--- src/rtl/cursor_ovl_pkg.sv ---
package cursor_ovl_pkg;
  localparam int CUR_DIM     = 64;
  localparam int LINE_BYTES  = 16;
  localparam int PLANE_BYTES = LINE_BYTES / 2;

  typedef enum logic [2:0] {
    REG_BASE = 3'd0,
    REG_POS  = 3'd1,
    REG_HOT  = 3'd2,
    REG_CLR0 = 3'd3,
    REG_CLR1 = 3'd4,
    REG_CTRL = 3'd5
  } reg_sel_e;

  typedef struct packed {
    logic        en;
    logic [30:0] base;
    logic [13:0] x;
    logic [11:0] y;
    logic [5:0]  hoff;
    logic [5:0]  voff;
    logic [23:0] clr0;
    logic [23:0] clr1;
  } cur_cfg_t;
endpackage

--- src/rtl/cursor_regs.sv ---
module cursor_regs
  import cursor_ovl_pkg::*;
(
  input  logic        clk_i,
  input  logic        rst_ni,
  input  logic        we_i,
  input  logic [2:0]  addr_i,
  input  logic [31:0] wdata_i,
  input  logic        frame_start_i,
  input  logic        vblank_i,
  output cur_cfg_t    act_o,
  output logic        lock_o
);
  cur_cfg_t sh_q, act_q;
  logic     lock_q;

  always_ff @(posedge clk_i or negedge rst_ni) begin
    if (!rst_ni) begin
      sh_q   <= '0;
      lock_q <= 1'b0;
    end else if (we_i) begin
      unique case (reg_sel_e'(addr_i))
        REG_BASE: begin
          sh_q.base <= wdata_i[30:0];
          lock_q    <= wdata_i[31];
        end
        REG_POS: begin
          sh_q.x <= wdata_i[29:16];
          sh_q.y <= wdata_i[11:0];
          lock_q <= wdata_i[31];
        end
        REG_HOT: begin
          sh_q.hoff <= wdata_i[21:16];
          sh_q.voff <= wdata_i[5:0];
          lock_q    <= wdata_i[31];
        end
        REG_CLR0: sh_q.clr0 <= wdata_i[23:0];
        REG_CLR1: sh_q.clr1 <= wdata_i[23:0];
        REG_CTRL: sh_q.en   <= wdata_i[0];
        default: ;
      endcase
    end
  end

  // display copy: frame start or vblank, never while locked
  always_ff @(posedge clk_i or negedge rst_ni) begin
    if (!rst_ni) act_q <= '0;
    else if (!lock_q && (frame_start_i || vblank_i)) act_q <= sh_q;
  end

  assign act_o  = act_q;
  assign lock_o = lock_q;
endmodule

--- src/rtl/cursor_fetch.sv ---
module cursor_fetch
  import cursor_ovl_pkg::*;
#(
  parameter int AW = 24,
  parameter int LW = 12
) (
  input  logic                 clk_i,
  input  logic                 rst_ni,
  input  cur_cfg_t             cfg_i,
  input  logic [LW-1:0]        v_disp_i,
  input  logic                 line_start_i,
  input  logic [LW-1:0]        line_i,
  output logic                 mem_req_o,
  output logic [AW-1:0]        mem_addr_o,
  input  logic [7:0]           mem_rdata_i,
  output logic [CUR_DIM-1:0]   and_bits_o,
  output logic [CUR_DIM-1:0]   xor_bits_o,
  output logic                 line_vld_o
);
  localparam int CW = $clog2(LINE_BYTES);

  logic [LW:0]     line_e, y_e, rel;
  logic            in_win;
  logic [31:0]     addr_calc;
  logic [AW-1:0]   line_addr_q;
  logic            busy_q, rd_vld_q, line_vld_q;
  logic [CW-1:0]   cnt_q, rd_idx_q;
  logic [7:0]      byte_q [LINE_BYTES];

  assign line_e = {1'b0, line_i};
  assign y_e    = (LW+1)'(cfg_i.y);
  assign rel    = line_e - y_e;
  assign in_win = cfg_i.en && (line_e >= y_e) && (rel < (LW+1)'(CUR_DIM)) &&
                  (line_i <= v_disp_i);

  assign addr_calc = {1'b0, cfg_i.base} - 32'(cfg_i.hoff) - (32'(cfg_i.voff) << 4)
                   + (32'(rel) << 4);

  always_ff @(posedge clk_i or negedge rst_ni) begin
    if (!rst_ni) begin
      busy_q      <= 1'b0;
      cnt_q       <= '0;
      line_addr_q <= '0;
    end else if (line_start_i) begin
      busy_q      <= in_win;
      cnt_q       <= '0;
      line_addr_q <= AW'(addr_calc);
    end else if (busy_q) begin
      cnt_q <= cnt_q + 1'b1;
      if (cnt_q == CW'(LINE_BYTES - 1)) busy_q <= 1'b0;
    end
  end

  assign mem_req_o  = busy_q;
  assign mem_addr_o = line_addr_q + AW'(cnt_q);

  always_ff @(posedge clk_i or negedge rst_ni) begin
    if (!rst_ni) begin
      rd_vld_q   <= 1'b0;
      rd_idx_q   <= '0;
      line_vld_q <= 1'b0;
    end else begin
      rd_vld_q <= busy_q && !line_start_i;
      rd_idx_q <= cnt_q;
      if (line_start_i) line_vld_q <= 1'b0;
      else if (rd_vld_q && rd_idx_q == CW'(LINE_BYTES - 1)) line_vld_q <= 1'b1;
    end
  end

  always_ff @(posedge clk_i or negedge rst_ni) begin
    if (!rst_ni) begin
      for (int i = 0; i < LINE_BYTES; i++) byte_q[i] <= '0;
    end else if (rd_vld_q) begin
      byte_q[rd_idx_q] <= mem_rdata_i;
    end
  end

  // plane byte k, bit 7 -> column 8k (stored at vector bit 63-8k)
  for (genvar k = 0; k < PLANE_BYTES; k++) begin : g_plane
    assign and_bits_o[CUR_DIM-1-8*k -: 8] = byte_q[k];
    assign xor_bits_o[CUR_DIM-1-8*k -: 8] = byte_q[k+PLANE_BYTES];
  end

  assign line_vld_o = line_vld_q;
endmodule

--- src/rtl/cursor_mix.sv ---
module cursor_mix
  import cursor_ovl_pkg::*;
#(
  parameter int XW = 16
) (
  input  logic               clk_i,
  input  logic               rst_ni,
  input  logic               line_vld_i,
  input  logic [13:0]        cur_x_i,
  input  logic [23:0]        clr0_i,
  input  logic [23:0]        clr1_i,
  input  logic [10:0]        h_disp_i,
  input  logic [CUR_DIM-1:0] and_bits_i,
  input  logic [CUR_DIM-1:0] xor_bits_i,
  input  logic               pix_valid_i,
  input  logic [XW-1:0]      pix_x_i,
  input  logic [31:0]        pix_i,
  output logic               pix_valid_o,
  output logic [31:0]        pix_o
);
  localparam int EW = (XW > 15) ? XW + 1 : 16;

  logic [EW-1:0] x_e, cx_e, col_full, width;
  logic [5:0]    col, idx;
  logic          hit, a_bit, x_bit;
  logic [31:0]   mixed;

  assign x_e      = EW'(pix_x_i);
  assign cx_e     = EW'(cur_x_i);
  assign col_full = x_e - cx_e;
  assign width    = EW'({1'b0, h_disp_i} + 12'd1) << 3;
  assign hit      = line_vld_i && (x_e >= cx_e) && (col_full < EW'(CUR_DIM)) &&
                    (x_e < width);
  assign col      = col_full[5:0];
  assign idx      = 6'(CUR_DIM - 1) - col;
  assign a_bit    = and_bits_i[idx];
  assign x_bit    = xor_bits_i[idx];

  always_comb begin
    mixed = pix_i;
    if (hit) begin
      if (!a_bit)     mixed = {8'hFF, x_bit ? clr1_i : clr0_i};
      else if (x_bit) mixed = ~pix_i;
    end
  end

  always_ff @(posedge clk_i or negedge rst_ni) begin
    if (!rst_ni) begin
      pix_valid_o <= 1'b0;
      pix_o       <= '0;
    end else begin
      pix_valid_o <= pix_valid_i;
      pix_o       <= mixed;
    end
  end
endmodule

--- src/rtl/cursor_overlay.sv ---
module cursor_overlay
  import cursor_ovl_pkg::*;
#(
  parameter int AW = 24,
  parameter int XW = 16,
  parameter int LW = 12
) (
  input  logic          clk_i,
  input  logic          rst_ni,
  input  logic          reg_we_i,
  input  logic [2:0]    reg_addr_i,
  input  logic [31:0]   reg_wdata_i,
  input  logic [10:0]   h_disp_i,
  input  logic [LW-1:0] v_disp_i,
  input  logic          frame_start_i,
  input  logic          vblank_i,
  input  logic          line_start_i,
  input  logic [LW-1:0] line_i,
  input  logic          pix_valid_i,
  input  logic [XW-1:0] pix_x_i,
  input  logic [31:0]   pix_i,
  output logic          pix_valid_o,
  output logic [31:0]   pix_o,
  output logic          mem_req_o,
  output logic [AW-1:0] mem_addr_o,
  input  logic [7:0]    mem_rdata_i
);
  cur_cfg_t           act_cfg;
  logic               lock;
  logic               line_vld;
  logic [CUR_DIM-1:0] and_bits, xor_bits;

  cursor_regs u_regs (
    .clk_i         (clk_i),
    .rst_ni        (rst_ni),
    .we_i          (reg_we_i),
    .addr_i        (reg_addr_i),
    .wdata_i       (reg_wdata_i),
    .frame_start_i (frame_start_i),
    .vblank_i      (vblank_i),
    .act_o         (act_cfg),
    .lock_o        (lock)
  );

  cursor_fetch #(.AW(AW), .LW(LW)) u_fetch (
    .clk_i        (clk_i),
    .rst_ni       (rst_ni),
    .cfg_i        (act_cfg),
    .v_disp_i     (v_disp_i),
    .line_start_i (line_start_i),
    .line_i       (line_i),
    .mem_req_o    (mem_req_o),
    .mem_addr_o   (mem_addr_o),
    .mem_rdata_i  (mem_rdata_i),
    .and_bits_o   (and_bits),
    .xor_bits_o   (xor_bits),
    .line_vld_o   (line_vld)
  );

  cursor_mix #(.XW(XW)) u_mix (
    .clk_i       (clk_i),
    .rst_ni      (rst_ni),
    .line_vld_i  (line_vld),
    .cur_x_i     (act_cfg.x),
    .clr0_i      (act_cfg.clr0),
    .clr1_i      (act_cfg.clr1),
    .h_disp_i    (h_disp_i),
    .and_bits_i  (and_bits),
    .xor_bits_i  (xor_bits),
    .pix_valid_i (pix_valid_i),
    .pix_x_i     (pix_x_i),
    .pix_i       (pix_i),
    .pix_valid_o (pix_valid_o),
    .pix_o       (pix_o)
  );
endmodule

--- config.mk ---
export PLATFORM = sky130hd
export DESIGN_NAME = cursor_overlay
export DESIGN_NICKNAME = d
export VERILOG_FILES = /design/src/rtl/cursor_ovl_pkg.sv /design/src/rtl/cursor_regs.sv /design/src/rtl/cursor_fetch.sv /design/src/rtl/cursor_mix.sv /design/src/rtl/cursor_overlay.sv
export SDC_FILE = /design/constraint.sdc
export NUM_CORES = 1
export LEC_CHECK = 0
export ABC_CLOCK_PERIOD_IN_PS = 4800
export BUFFER_PORTS_ARGS = -buffer_cell sky130_fd_sc_hd__buf_2
export CAP_MARGIN = 20
export CORE_ASPECT_RATIO = 1.4
export CORE_MARGIN = 1.5
export CORE_UTILIZATION = 30
export DETAILED_ROUTE_END_ITERATION = 6
export PLACE_DENSITY = 0.49
export SYNTH_ARGS = -nofsm -noshare
export SYNTH_HDL_FRONTEND = slang
export SYNTH_SLANG_ARGS = --single-unit
--- constraint.sdc ---
create_clock -name clk_i -period 4.8 [get_ports clk_i]
set_clock_uncertainty 0.1 [all_clocks]
set_input_delay 0.48 -clock clk_i [delete_from_list [all_inputs] [get_ports clk_i]]
set_output_delay 0.48 -clock clk_i [all_outputs]
set_load 0.1 [all_outputs]
### Word level (Yosys, flattened, before mapping)

Cells that the tools add are included.

* $add $sub $neg: 9
* magnitude comparators: 9
* equal/unequal tests: 7
* multiplexer cells: 18
* bitwise logic cells: 2
* reduce and logical (&&, ||, !) cells: 24

Operator list (number)
* $bwmux W128: 1
* $mux W32: 3
* $demux W8 S4: 1
* $not A32 Y32: 1
* $add A24 B17 Y24: 1
* $add A24 B4 Y24: 1
* $mux W24: 1
* $sub A24 B10 Y24: 1
* $sub A24 B6 Y24: 1
* $lt A16 B17 Y1: 1
* $lt A17 B7 Y1 const B: 1
* $sub A16 B14 Y17: 1
* $ge A16 B14 Y1: 1
* $reduce_and A2 Y1: 7
* $lt A13 B7 Y1 const B: 1
* $sub A12 B12 Y13: 1
* $add A11 B1 Y12 const B: 1
* $bmux W1 S6: 2
* $ge A12 B12 Y1: 1
* $le A12 B12 Y1: 1
* $logic_and A1 B1 Y1: 10
* $eq A4 B4 Y1 const B: 2
* $mux W4: 2
* $mux W8: 1
* 15 further kinds: 25

* register bits after elaboration: 419
* input bits: 133
* output and inout bits: 58
* word-level logic and storage cells: 110

### Logic depth before layout (Yosys ltp)

Gate-level depths: netlist of the first run.

* word-level depth: 7
* mapped depth: 21
* gate-level depth less buffers: 21

### Cells and area by module

Synthesis of the first run repeated with hierarchy kept, for this count alone.

* cells, all modules: 1714
* area, all modules: 22039.9 µm²

Modules (own cells, without submodules)
* cursor_fetch: instances 1, cells an instance 788, area each 9042.4 µm², seq. area each 4078.9 µm²
* cursor_regs: instances 1, cells an instance 509, area each 8831.0 µm², seq. area each 5930.7 µm²
* cursor_mix: instances 1, cells an instance 417, area each 4166.5 µm², seq. area each 825.8 µm²

### Worst setup path before layout of the first run

No wires, ideal clock.

* path type: input-to-reg
* start point: input line_i[0]
* end point: register u_fetch.line_addr_q[21]
* library setup time: 125 ps
* arrival time: 4341 ps
* data required time: 4575 ps
* path slack: 235 ps
* stages: 21
* path buffers: 0
* cells stage by stage: inv_1 ha_1 fa_1 nor2b_1 o21ai_0 a21boi_0 o21ai_0 nand2b_1 xnor2_1 fa_1 inv_1 ha_1 and3_1 nor3b_1 o21ai_0 a31oi_1 a311oi_1 a21o_1 o21ai_0 xor2_1 mux2_2

* longest elaborated chain between the ends: 2

RTL lines
* from (decl): RTL line cursor_overlay.sv:18 `input logic [LW-1:0] line_i,`
* $sub A12 B12 Y13: RTL line cursor_fetch.sv:32 `assign rel = line_e - y_e;`
* $add A24 B17 Y24: RTL line cursor_fetch.sv:37 `+ (32'(rel) << 4);`
* to (signal assigned): RTL line cursor_fetch.sv:47 `line_addr_q <= AW'(addr_calc);`
* to (decl): RTL line cursor_fetch.sv:25 `logic [AW-1:0] line_addr_q;`

Every way passes these cells.
A chain may end at the register's enable or synchronous reset.

### Worst setup path after layout of the first run

* start point: register u_regs.act_q, in the netlist u_regs.act_o[60]
* end point: register u_fetch.line_addr_q[20]

* longest elaborated chain between the ends: 2

RTL lines
* from (decl): RTL line cursor_regs.sv:14 `cur_cfg_t sh_q, act_q;`
* from (signal assigned): RTL line cursor_regs.sv:48 `else if (!lock_q && (frame_start_i || vblank_i)) act_q <= sh_q;`
* $sub A12 B12 Y13: RTL line cursor_fetch.sv:32
* $add A24 B17 Y24: RTL line cursor_fetch.sv:37

Every way passes these cells.

==> impl_metrics.env, run 1 <==
export IMPL_status="finished clean"
export IMPL_nets=2103
export IMPL_num_io_pins=191
export IMPL_areaGrowthSynthToFinish_pct=18.9
export IMPL_r2r_slack_ns=0.27
export IMPL_drv_slew=0
export IMPL_yosysTopAreaCellShare_pct=49.4
export IMPL_finalHoldWorstSlack_ns=0.0536
export IMPL_power_leakage_nw=11.4
export IMPL_worstMarginPinSlew_ns=1.00
export IMPL_synth_edff_count=0
export IMPL_cp_startpoint="u_regs.act_o[60]"
export IMPL_critPathMaxFanout=3
export IMPL_regArea_um2=10500
export IMPL_gr_total_overflow=0
export IMPL_critPathArrivalTime_ns=4.89
export IMPL_min_period_ns=4.53
export IMPL_viasPerCell=4.82
export IMPL_yosysUniqueCellTypes=66
export IMPL_cts_tree="yes"
export IMPL_h_tree_depth=2
export IMPL_cts_buffer_depth=3
export IMPL_antenna_found_initial=3
export IMPL_yosysSeqAreaShare_pct=49.4
export IMPL_reg2regPathDepth=20
export IMPL_dp_hpwl_um=39500
export IMPL_yosysMostFrequentCell="dfrtp_1"
export IMPL_die_area_um2=72400
export IMPL_p_per_area_nw_per_um2=671
export IMPL_rows=115
export IMPL_hold_path_class="in2reg"
export IMPL_clock_latency_ns=0.60
export IMPL_cts_buffers=45
export IMPL_portBuffers=189
export IMPL_cts_sinks=419
export IMPL_yosys_warnings=0
export IMPL_syn_nets=1869
export IMPL_cp_start_kind="register"
export IMPL_drt_pass1_iterations=5
export IMPL_synthTopCellsByCount="dfrtp_1 (419), mux2_2 (370), inv_1 (111), ha_1 (88), nor2_1 (78)"
export IMPL_max_freq_ghz=0.221
export IMPL_cp_data_required_time_ns=5.15
export IMPL_gp_congestion=0.817
export IMPL_ir_worst_vdd_v=0.000428
export IMPL_grt_pass1_wl_um=86000
export IMPL_drive_gt1_share_pct=39.4
export IMPL_grt_pass1_vias=14662
export IMPL_synth_area_leaders="dfrtp_1 (49%), mux2_2 (20%), ha_1 (5.2%)"
export IMPL_fillers=6878
export IMPL_drc=0
export IMPL_core_area_um2=70100
export IMPL_grt_setup_unrepaired="no"
export IMPL_start_util_pct=30.3
export IMPL_timing_rr_end="u_fetch.line_addr_q[20]"
export IMPL_ys_ff_latch=419
export IMPL_slew_headroom_pct=33.2
export IMPL_endpoint_kind="register"
export IMPL_maxCapViolCount=0
export IMPL_synthArstFlopShare_pct=100
export IMPL_synth_top_area_cell="dfrtp_1"
export IMPL_totalPowerFinal_mw=16.9
export IMPL_die_w_um=228
export IMPL_netlist_area_um2=21200
export IMPL_clkTransAtPathRegs_ns=0.06
export IMPL_drtAntennaViolNets=0
export IMPL_period_share_pct=94.4
export IMPL_syn_avg_cell_area_um2=13.0
export IMPL_drt_initial_drc_count=608
export IMPL_design_area_um2=25200
export IMPL_crit_end="u_fetch.line_addr_q[20]"
export IMPL_multi_input_area_um2=10100
export IMPL_num_vias=13698
export IMPL_track_usage_pct=15.3
export IMPL_wl_um=55300
export IMPL_die_h_um=318
export IMPL_syn_instance_count=1634
export IMPL_synth_flop_cell="dfrtp_1"
export IMPL_place_area_um2=23500
export IMPL_grt_max_degree=114
export IMPL_setup_viol=0
export IMPL_finalHoldViolations=0
export IMPL_r2r_start="u_regs.act_o[60]"
export IMPL_critical_path_class="reg2reg"
export IMPL_clockRootBuffer="clkbuf_16"
export IMPL_fin_tns_setup_ns=0
export IMPL_wire_per_inst_um=19.5
==> worst max-delay path, cell delays in order, from the launching register on <==
cell and delay, ns:
dfrtp_1 0.38, ha_1 0.21, fa_1 0.39, nor2b_1 0.12, o21ai_0 0.11, a21boi_1 0.20
o21ai_1 0.12, a211oi_1 0.27, o21ai_1 0.13, a21boi_2 0.18, nor2_1 0.08, or2_2 0.27
ha_1 0.31, a21o_1 0.20, or3_1 0.32, a211oi_2 0.27, buf_4 0.16, o31ai_1 0.07
a21oi_1 0.19, xnor2_1 0.08, mux2_2 0.27
==> cell usage in the layout (no fill, tap or decap), types with 13 or more instances in the layout <==
master         Yosys  routed
and2_1            26      26
clkbuf_16          0      45
fa_1              14      14
ha_1              88      87
dfrtp_1          419     419
inv_1            111     111
a21oi_1           36      36
dlygate4sd3_1      0      15
nand2b_1          13      13
nand2_1           23      23
xnor2_1           46      46
o21ai_0           29      25
xor2_1            17      17
mux4_2            40      40
o21a_1            13      13
o221a_1           20      20
nor2b_1           16      16
buf_4              1      37
a21o_1            16      16
nand3_1           30      30
nor2_1            78      78
nor3_1            19      17
mux2_2           370     370
and3_1            13      13
buf_2              7     188
mux2i_1           16      16
a2111o_1          24      24
==> metrics by stage <==
stage	utilization, %	setup WS (ns)	std cells
2_1_floorplan	-	0.235	1634
3_3_place_gp	33.6	-0.144	2741
3_5_place_dp	33.6	-0.218	2742
4_1_cts	35.9	0.00489	2839
5_1_grt	36.0	0.0222	2839
6_report	36.0	0.269	2840
==> flip-flops by register name, summed over array words and instances (netlist names) <==
signal               cells
u_fetch.mem_req_o        1
u_regs.sh_q            111
u_fetch.xor_bits_o      64
u_fetch.cnt_q            4
u_fetch.rd_vld_q         1
u_mix.pix_valid_o        1
u_mix.pix_o             32
u_fetch.line_addr_q     24
u_fetch.rd_idx_q         4
u_fetch.and_bits_o      64
u_fetch.line_vld_o       1
u_regs.act_o           111
u_regs.lock_o            1
==> repair_timing <==
action / CTS / global route
setup buffers: 0 / 0
endpoints found under the hold margin: 122 / 0
gates resized for setup: 0 / 18
endpoints found under the setup margin: 0 / 6
hold buffers: 15 / 0
==> worst min-delay path by stage <==
stage                          start                    end  slack, ns  cells past startpoint
global route         reg_wdata_i[24]        u_regs.sh_q[80]       0.04                      2
global placement    u_fetch.cnt_q[3]    u_fetch.rd_idx_q[3]       0.37                      0
finish               reg_wdata_i[24]        u_regs.sh_q[80]       0.05                      2
floorplan                     rst_ni  u_fetch.and_bits_o[0]       0.08                      0
detailed placement  u_fetch.cnt_q[3]    u_fetch.rd_idx_q[3]       0.38                      0
CTS                  reg_wdata_i[24]        u_regs.sh_q[80]       0.02                      2
==> cell families (layout without fill, tap and decap cells) <==
kind of cell / Yosys count / after routing / synth area share [%]
multiplexers: 426 / 426 / 24.6
flip-flops: 419 / 419 / 49.4
AND/OR/NAND/NOR: 256 / 256 / 6.25
AO/OA/AOI/OAI: 192 / 192 / 7.11
buffers and inverters: 175 / 444 / 3.40
adder cells (fa/ha/maj): 102 / 102 / 6.51
XOR/XNOR: 64 / 64 / 2.68
other: 0 / 1 / 0
==> per-layer routing <==
layer / track usage (%) / wire length [um]
met5: 0 / 25
met4: 5.57 / 1750
met3: 2.31 / 1650
met2: 28.3 / 29400
met1: 17.7 / 22400
==> report_power, final <==
part           internal, mW  total, mW  switching, mW
logic                  3.65       8.59           4.94
clock network          2.04       3.52           1.48
registers              4.33       4.84          0.515
total                  10.0       16.9           6.93
==> final cells by class <==
type | instances | area share (%)
Multi-Input combinational cell | 1040 | 40.0
Clock inverter | 17 | 0.887
Inverter | 112 | 1.67
Tap cell | 936 | 4.64
Antenna cell | 1 | 0.00992
Sequential cell | 419 | 41.5
Timing Repair Buffer | 250 | 6.20
Clock buffer | 65 | 5.08
Note: power is estimated with default switching activity, not from simulation.
==> inputs of run 2 (changes only) <==
--- a/config.mk
+++ b/config.mk
@@ -10,9 +10,9 @@
 export CAP_MARGIN = 20
 export CORE_ASPECT_RATIO = 1.4
 export CORE_MARGIN = 1.5
-export CORE_UTILIZATION = 30
+export CORE_UTILIZATION = 60
 export DETAILED_ROUTE_END_ITERATION = 6
-export PLACE_DENSITY = 0.49
+export PLACE_DENSITY = 0.83
 export SYNTH_ARGS = -nofsm -noshare
 export SYNTH_HDL_FRONTEND = slang
 export SYNTH_SLANG_ARGS = --single-unit
==> impl_metrics.env, run 2 (same netlist as run 1, synthesis figures left out) <==
export IMPL_violations="hold timing"
export IMPL_dp_hpwl_um=33800
export IMPL_path_cells="inv_1 > ha_1 > nor2b_1 > o21ai_1 > a21boi_1 > o211a_1 > o21a_1 > o21ai_0 > a21oi_1 > xnor2_1 > ha_1 > inv_1 > ha_1 > a21o_1 > or3_1 > a211oi_2 > buf_4 > o31ai_1 > a21oi_1 > xnor2_1 > mux2_2"
export IMPL_maxCapViolCount=0
export IMPL_drc=0
export IMPL_drt_pass1_iterations=6
export IMPL_drv_slew=0
export IMPL_period_share_pct=94.8
export IMPL_viasPerCell=5.94
export IMPL_r2r_slack_ns=0.25
export IMPL_dp_cells=2254
export IMPL_mostFrequentLayoutCells="dfrtp_1 (419), mux2_2 (370), buf_2 (188)"
export IMPL_cp_start_kind="register"
export IMPL_core_area_um2=34900
export IMPL_power_leakage_nw=11.2
export IMPL_p_seq_share_pct=29.3
export IMPL_critical_path_class="reg2reg"
export IMPL_critPathArrivalTime_ns=4.88
export IMPL_grt_pass1_wl_um=78200
export IMPL_track_usage_pct=27.4
export IMPL_clockRootBuffer="clkbuf_16"
export IMPL_p_sw_share_pct=40.9
export IMPL_portBuffers=189
export IMPL_design_area_um2=24300
export IMPL_hold_path_class="in2async"
export IMPL_rows=81
export IMPL_utilization_pct=69.7
export IMPL_antenna_found_initial=6
export IMPL_intPower_mw=9.80
export IMPL_nets=2083
export IMPL_status="finished, violations left"
export IMPL_drive_gt1_share_pct=39.1
export IMPL_max_freq_ghz=0.220
export IMPL_wl_um=48500
export IMPL_regArea_um2=10500
export IMPL_drt_initial_drc_count=757
export IMPL_wire_per_inst_um=20.7
export IMPL_h_tree_depth=2
export IMPL_endpoint_kind="register"
export IMPL_die_w_um=162
export IMPL_final_common_cell="dfrtp_1"
export IMPL_cts_buffers=40
export IMPL_ir_worst_vdd_v=0.000593
export IMPL_cpPeakStageDelay_ns=0.39
export IMPL_clkPwrFrac_pct=19.6
export IMPL_cp_data_required_time_ns=5.13
export IMPL_cts_tree="yes"
export IMPL_finalHoldViolations=7
export IMPL_p_sw_mw=6.78
export IMPL_die_h_um=226
export IMPL_worstMarginPinSlew_ns=1.07
export IMPL_cts_sinks=419
export IMPL_layout_cells_non_filler=2340
export IMPL_p_per_area_nw_per_um2=682
export IMPL_grt_max_degree=139
export IMPL_gr_total_overflow=0
export IMPL_crit_top_cell="ha_1"
export IMPL_cts_buffer_depth=3
export IMPL_power_frac_comb_pct=51.1
export IMPL_clkTransAtPathRegs_ns=0.07
export IMPL_fillers=2410
export IMPL_num_io_pins=191
export IMPL_start_util_pct=60.9
export IMPL_min_period_ns=4.55
export IMPL_setup_viol=0
export IMPL_slew_headroom_pct=28.9
export IMPL_multi_input_area_um2=10100
export IMPL_critPathMaxFanout=4
export IMPL_die_area_um2=36500
export IMPL_drtAntennaViolNets=0
export IMPL_place_area_um2=22800
export IMPL_worst_path_max_delay_cell="dfrtp_1"
export IMPL_clock_latency_ns=0.56
export IMPL_num_vias=13891
export IMPL_gp_congestion=0.883
export IMPL_areaGrowthSynthToFinish_pct=14.6
export IMPL_finalHoldWorstSlack_ns=-0.0222
export IMPL_grt_pass1_vias=14956
==> run 2: per-stage QoR <==
stage | setup TNS, ns | setup WS, ns | total power [mW]
after detailed placement | -0.809 | -0.218 | 13.2
final | 0 | 0.250 | 16.6
after CTS | 0 | 0.0275 | 16.5
after global routing | -0.165 | -0.0835 | 17.6
after floorplan | 0 | 0.235 | 11.0
after global placement | -0.0539 | -0.0268 | 12.9
==> run 2: timing repair <==
action | 4_1_cts | 5_1_grt
endpoints found under the hold margin | 5 | 0
hold buffers | 5 | 0
buffers inserted | 0 | 2
setup endpoints to repair | 0 | 7
resized for setup | 0 | 12
==> run 2: critical path, delay by kind of cell, from the launching register on <==
kind / cells / cell delay [ns]
AOI/OAI and AO/OA: 10 / 1.75
and+or+nand+nor: 2 / 0.46
adders and majority gates: 3 / 0.81
DFF: 1 / 0.39
xor gates and xnor gates: 2 / 0.37
muxes: 1 / 0.27
buffers and inverters: 3 / 0.30
==> run 2: metal layers <==
metal	wire [um]	vias up	share of wire, %	GRT usage [%]
met2	26000	346	54	50.6
met1	18500	7075	38	31.6
met5	8	-	0.016	0
met3	1710	145	3.5	3.13
li1	-	6323	-	-
met4	2290	2	4.7	12.6
==> run 2: final timing paths <==
check	startpoint	to	depth (start not counted)
hold reg to reg	u_fetch.cnt_q[3]	u_fetch.rd_idx_q[3]	0
setup reg to reg	u_regs.act_o[61]	u_fetch.line_addr_q[20]	21
hold / removal	rst_ni	u_mix.pix_o[30]	1
min in group clk_i	pix_i[30]	u_mix.pix_o[30]	2
setup / recovery	u_regs.act_o[61]	u_fetch.line_addr_q[20]	21
max in group asynchronous	rst_ni	u_fetch.xor_bits_o[23]	2
==> run 2: area by class of cell <==
class                      count  area share, %
antenna                        6         0.0618
multi-input combinational   1040           41.4
clock inverter                12          0.628
sequential                   419           43.1
inverter                     112           1.73
clock buffer                  60           5.01
timing repair buffer         235           5.68
tap                          456           2.35
==> run 2: power groups by stage <==
stage	sequential, mW	combinational, mW	clock, mW
2_1_floorplan	5.01	5.97	0
3_5_place_dp	4.91	8.32	0
6_report	4.85	8.48	3.25
3_3_place_gp	4.86	8.09	0
5_1_grt	4.94	9.27	3.43
4_1_cts	4.85	8.38	3.30
==> inputs of run 3 (changes only) <==
--- a/config.mk
+++ b/config.mk
@@ -12,7 +12,7 @@
 export CORE_MARGIN = 1.5
 export CORE_UTILIZATION = 60
 export DETAILED_ROUTE_END_ITERATION = 6
-export PLACE_DENSITY = 0.83
+export PLACE_DENSITY = 0.8
 export SYNTH_ARGS = -nofsm -noshare
 export SYNTH_HDL_FRONTEND = slang
 export SYNTH_SLANG_ARGS = --single-unit
==> impl_metrics.env, run 3 (same netlist as run 1, synthesis figures left out) <==
export IMPL_status="finished clean"
export IMPL_p_seq_share_pct=29.4
export IMPL_path_cells="ha_1 > fa_1 > nor2b_1 > o21ai_0 > a21boi_1 > o21ai_1 > nand2b_1 > xnor2_1 > fa_1 > inv_1 > ha_1 > and3_1 > nor3b_1 > o21ai_0 > a31oi_1 > a311oi_2 > a21o_1 > o21ai_2 > xor2_1 > mux2_2"
export IMPL_antenna_found_initial=4
export IMPL_endpoint_kind="register"
export IMPL_fin_tns_setup_ns=0
export IMPL_hold_path_class="in2reg"
export IMPL_clkPwrFrac_pct=19.6
export IMPL_critPathMaxFanout=4
export IMPL_worstMarginPinSlew_ns=0.997
export IMPL_finalHoldViolations=0
export IMPL_r2r_slack_ns=0.32
export IMPL_max_freq_ghz=0.223
export IMPL_drt_pass1_iterations=5
export IMPL_setup_viol=0
export IMPL_finalHoldWorstSlack_ns=0.0219
export IMPL_gp_congestion=0.827
export IMPL_drtAntennaViolNets=0
export IMPL_h_tree_depth=2
export IMPL_final_common_cell="dfrtp_1"
export IMPL_cts_sinks=419
export IMPL_die_w_um=162
export IMPL_nets=2086
export IMPL_drc=0
export IMPL_intPower_mw=9.81
export IMPL_utilization_pct=69.7
export IMPL_fillers=2424
export IMPL_rows=81
export IMPL_die_h_um=226
export IMPL_setup_ws_ns=0.319
export IMPL_p_per_area_nw_per_um2=680
export IMPL_cp_start_kind="register"
export IMPL_preCtsSetupSlack_ns=-0.131
export IMPL_critical_path_depth=20
export IMPL_clkTransAtPathRegs_ns=0.06
export IMPL_place_area_um2=22900
export IMPL_die_area_um2=36500
export IMPL_drt_initial_drc_count=776
export IMPL_holdPathStages=2
export IMPL_grt_pass1_wl_um=77900
export IMPL_p_sw_mw=6.72
export IMPL_design_area_um2=24300
export IMPL_core_area_um2=34900
export IMPL_mostFrequentLayoutCells="dfrtp_1 (419), mux2_2 (370), buf_2 (188)"
export IMPL_critPathArrivalTime_ns=4.81
export IMPL_cts_buffer_depth=3
export IMPL_num_vias=13805
export IMPL_drv_slew=0
export IMPL_wire_per_inst_um=20.5
export IMPL_clock_latency_ns=0.55
export IMPL_crit_buf_inv=1
export IMPL_slew_headroom_pct=33.3
export IMPL_clockRootBuffer="clkbuf_16"
export IMPL_viasPerCell=5.90
export IMPL_areaGrowthSynthToFinish_pct=14.5
export IMPL_cpPeakStageDelay_ns=0.48
export IMPL_power_leakage_nw=11.2
export IMPL_ir_worst_vdd_v=0.000537
export IMPL_num_io_pins=191
export IMPL_grt_max_degree=103
export IMPL_path_delay_family="adder cells"
export IMPL_power_frac_comb_pct=51.1
export IMPL_drive_gt1_share_pct=39.6
export IMPL_period_share_pct=93.3
export IMPL_start_util_pct=60.9
export IMPL_critical_path_class="reg2reg"
export IMPL_cts_buffers=41
export IMPL_grt_pass1_vias=15157
export IMPL_cts_tree="yes"
export IMPL_gr_total_overflow=0
export IMPL_min_period_ns=4.48
export IMPL_dp_hpwl_um=33900
export IMPL_maxCapViolCount=0
export IMPL_p_sw_share_pct=40.7
export IMPL_portBuffers=189
export IMPL_track_usage_pct=27.2
export IMPL_cp_data_required_time_ns=5.13
export IMPL_worst_path_max_delay_cell="fa_1"
export IMPL_wl_um=48000
export IMPL_reg2regPathDepth=20
==> run 3: cell count changes in the layout (fill, tap and decap cells not counted), moves of 2 or more <==
cell and change:
dlygate4sd3_1 -3, diode_2 -3, inv_6 +3, buf_4 +7, clkbuf_1 -2
==> run 3: power by group through the flow <==
| stage | sequential [mW] | clock [mW] | combinational [mW] |
|---|---|---|---|
| 6_report | 4.85 | 3.23 | 8.44 |
| 5_1_grt | 4.94 | 3.43 | 9.23 |
| 4_1_cts | 4.85 | 3.29 | 8.41 |
| 3_5_place_dp | 4.91 | 0 | 8.32 |
| 3_3_place_gp | 4.85 | 0 | 8.11 |
| 2_1_floorplan | 5.01 | 0 | 5.97 |
==> run 3: path summary, 6_finish.rpt <==
kind                             startpoint                 endpoint
max                        u_regs.act_o[60]  u_fetch.line_addr_q[21]
min                               pix_i[26]          u_mix.pix_o[26]
max reg2reg                u_regs.act_o[60]  u_fetch.line_addr_q[21]
min reg2reg                u_fetch.cnt_q[2]      u_fetch.rd_idx_q[2]
max in group asynchronous            rst_ni   u_fetch.and_bits_o[56]
min in group asynchronous            rst_ni         u_regs.act_o[79]
==> run 3: metrics by stage <==
stage               power [mW]  std cells
CTS                       16.5       2336
global placement          13.0       2262
global route              17.6       2339
detailed placement        13.2       2262
finish                    16.5       2339
floorplan                 11.0       1634
==> run 3: cell type report <==
cell class / instances / area, um^2 / share of cell area (%)
antenna: 3 / 7.51 / 0.0309
tap: 456 / 571 / 2.35
multi-input combinational: 1040 / 10100 / 41.5
clock buffer: 58 / 1210 / 4.98
clock inverter: 14 / 155 / 0.639
inverter: 112 / 420 / 1.73
timing repair buffer: 237 / 1370 / 5.64
sequential: 419 / 10500 / 43.2
==> run 3: metal layers <==
| metal | up-vias | share of wire (%) | track usage, % |
|---|---|---|---|
| met5 | - | 0.025 | 0 |
| met4 | 2 | 3.4 | 10.4 |
| met3 | 82 | 3.3 | 3.68 |
| met2 | 267 | 55 | 50.9 |
| met1 | 7139 | 38 | 31.5 |
| li1 | 6315 | - | - |
==> run 3: what timing repair did <==
action | in CTS | in global routing
hold endpoints to repair | 63 | 0
endpoints found under the setup margin | 0 | 7
setup buffers | 0 | 0
resized for setup | 0 | 15
hold buffers | 2 | 0
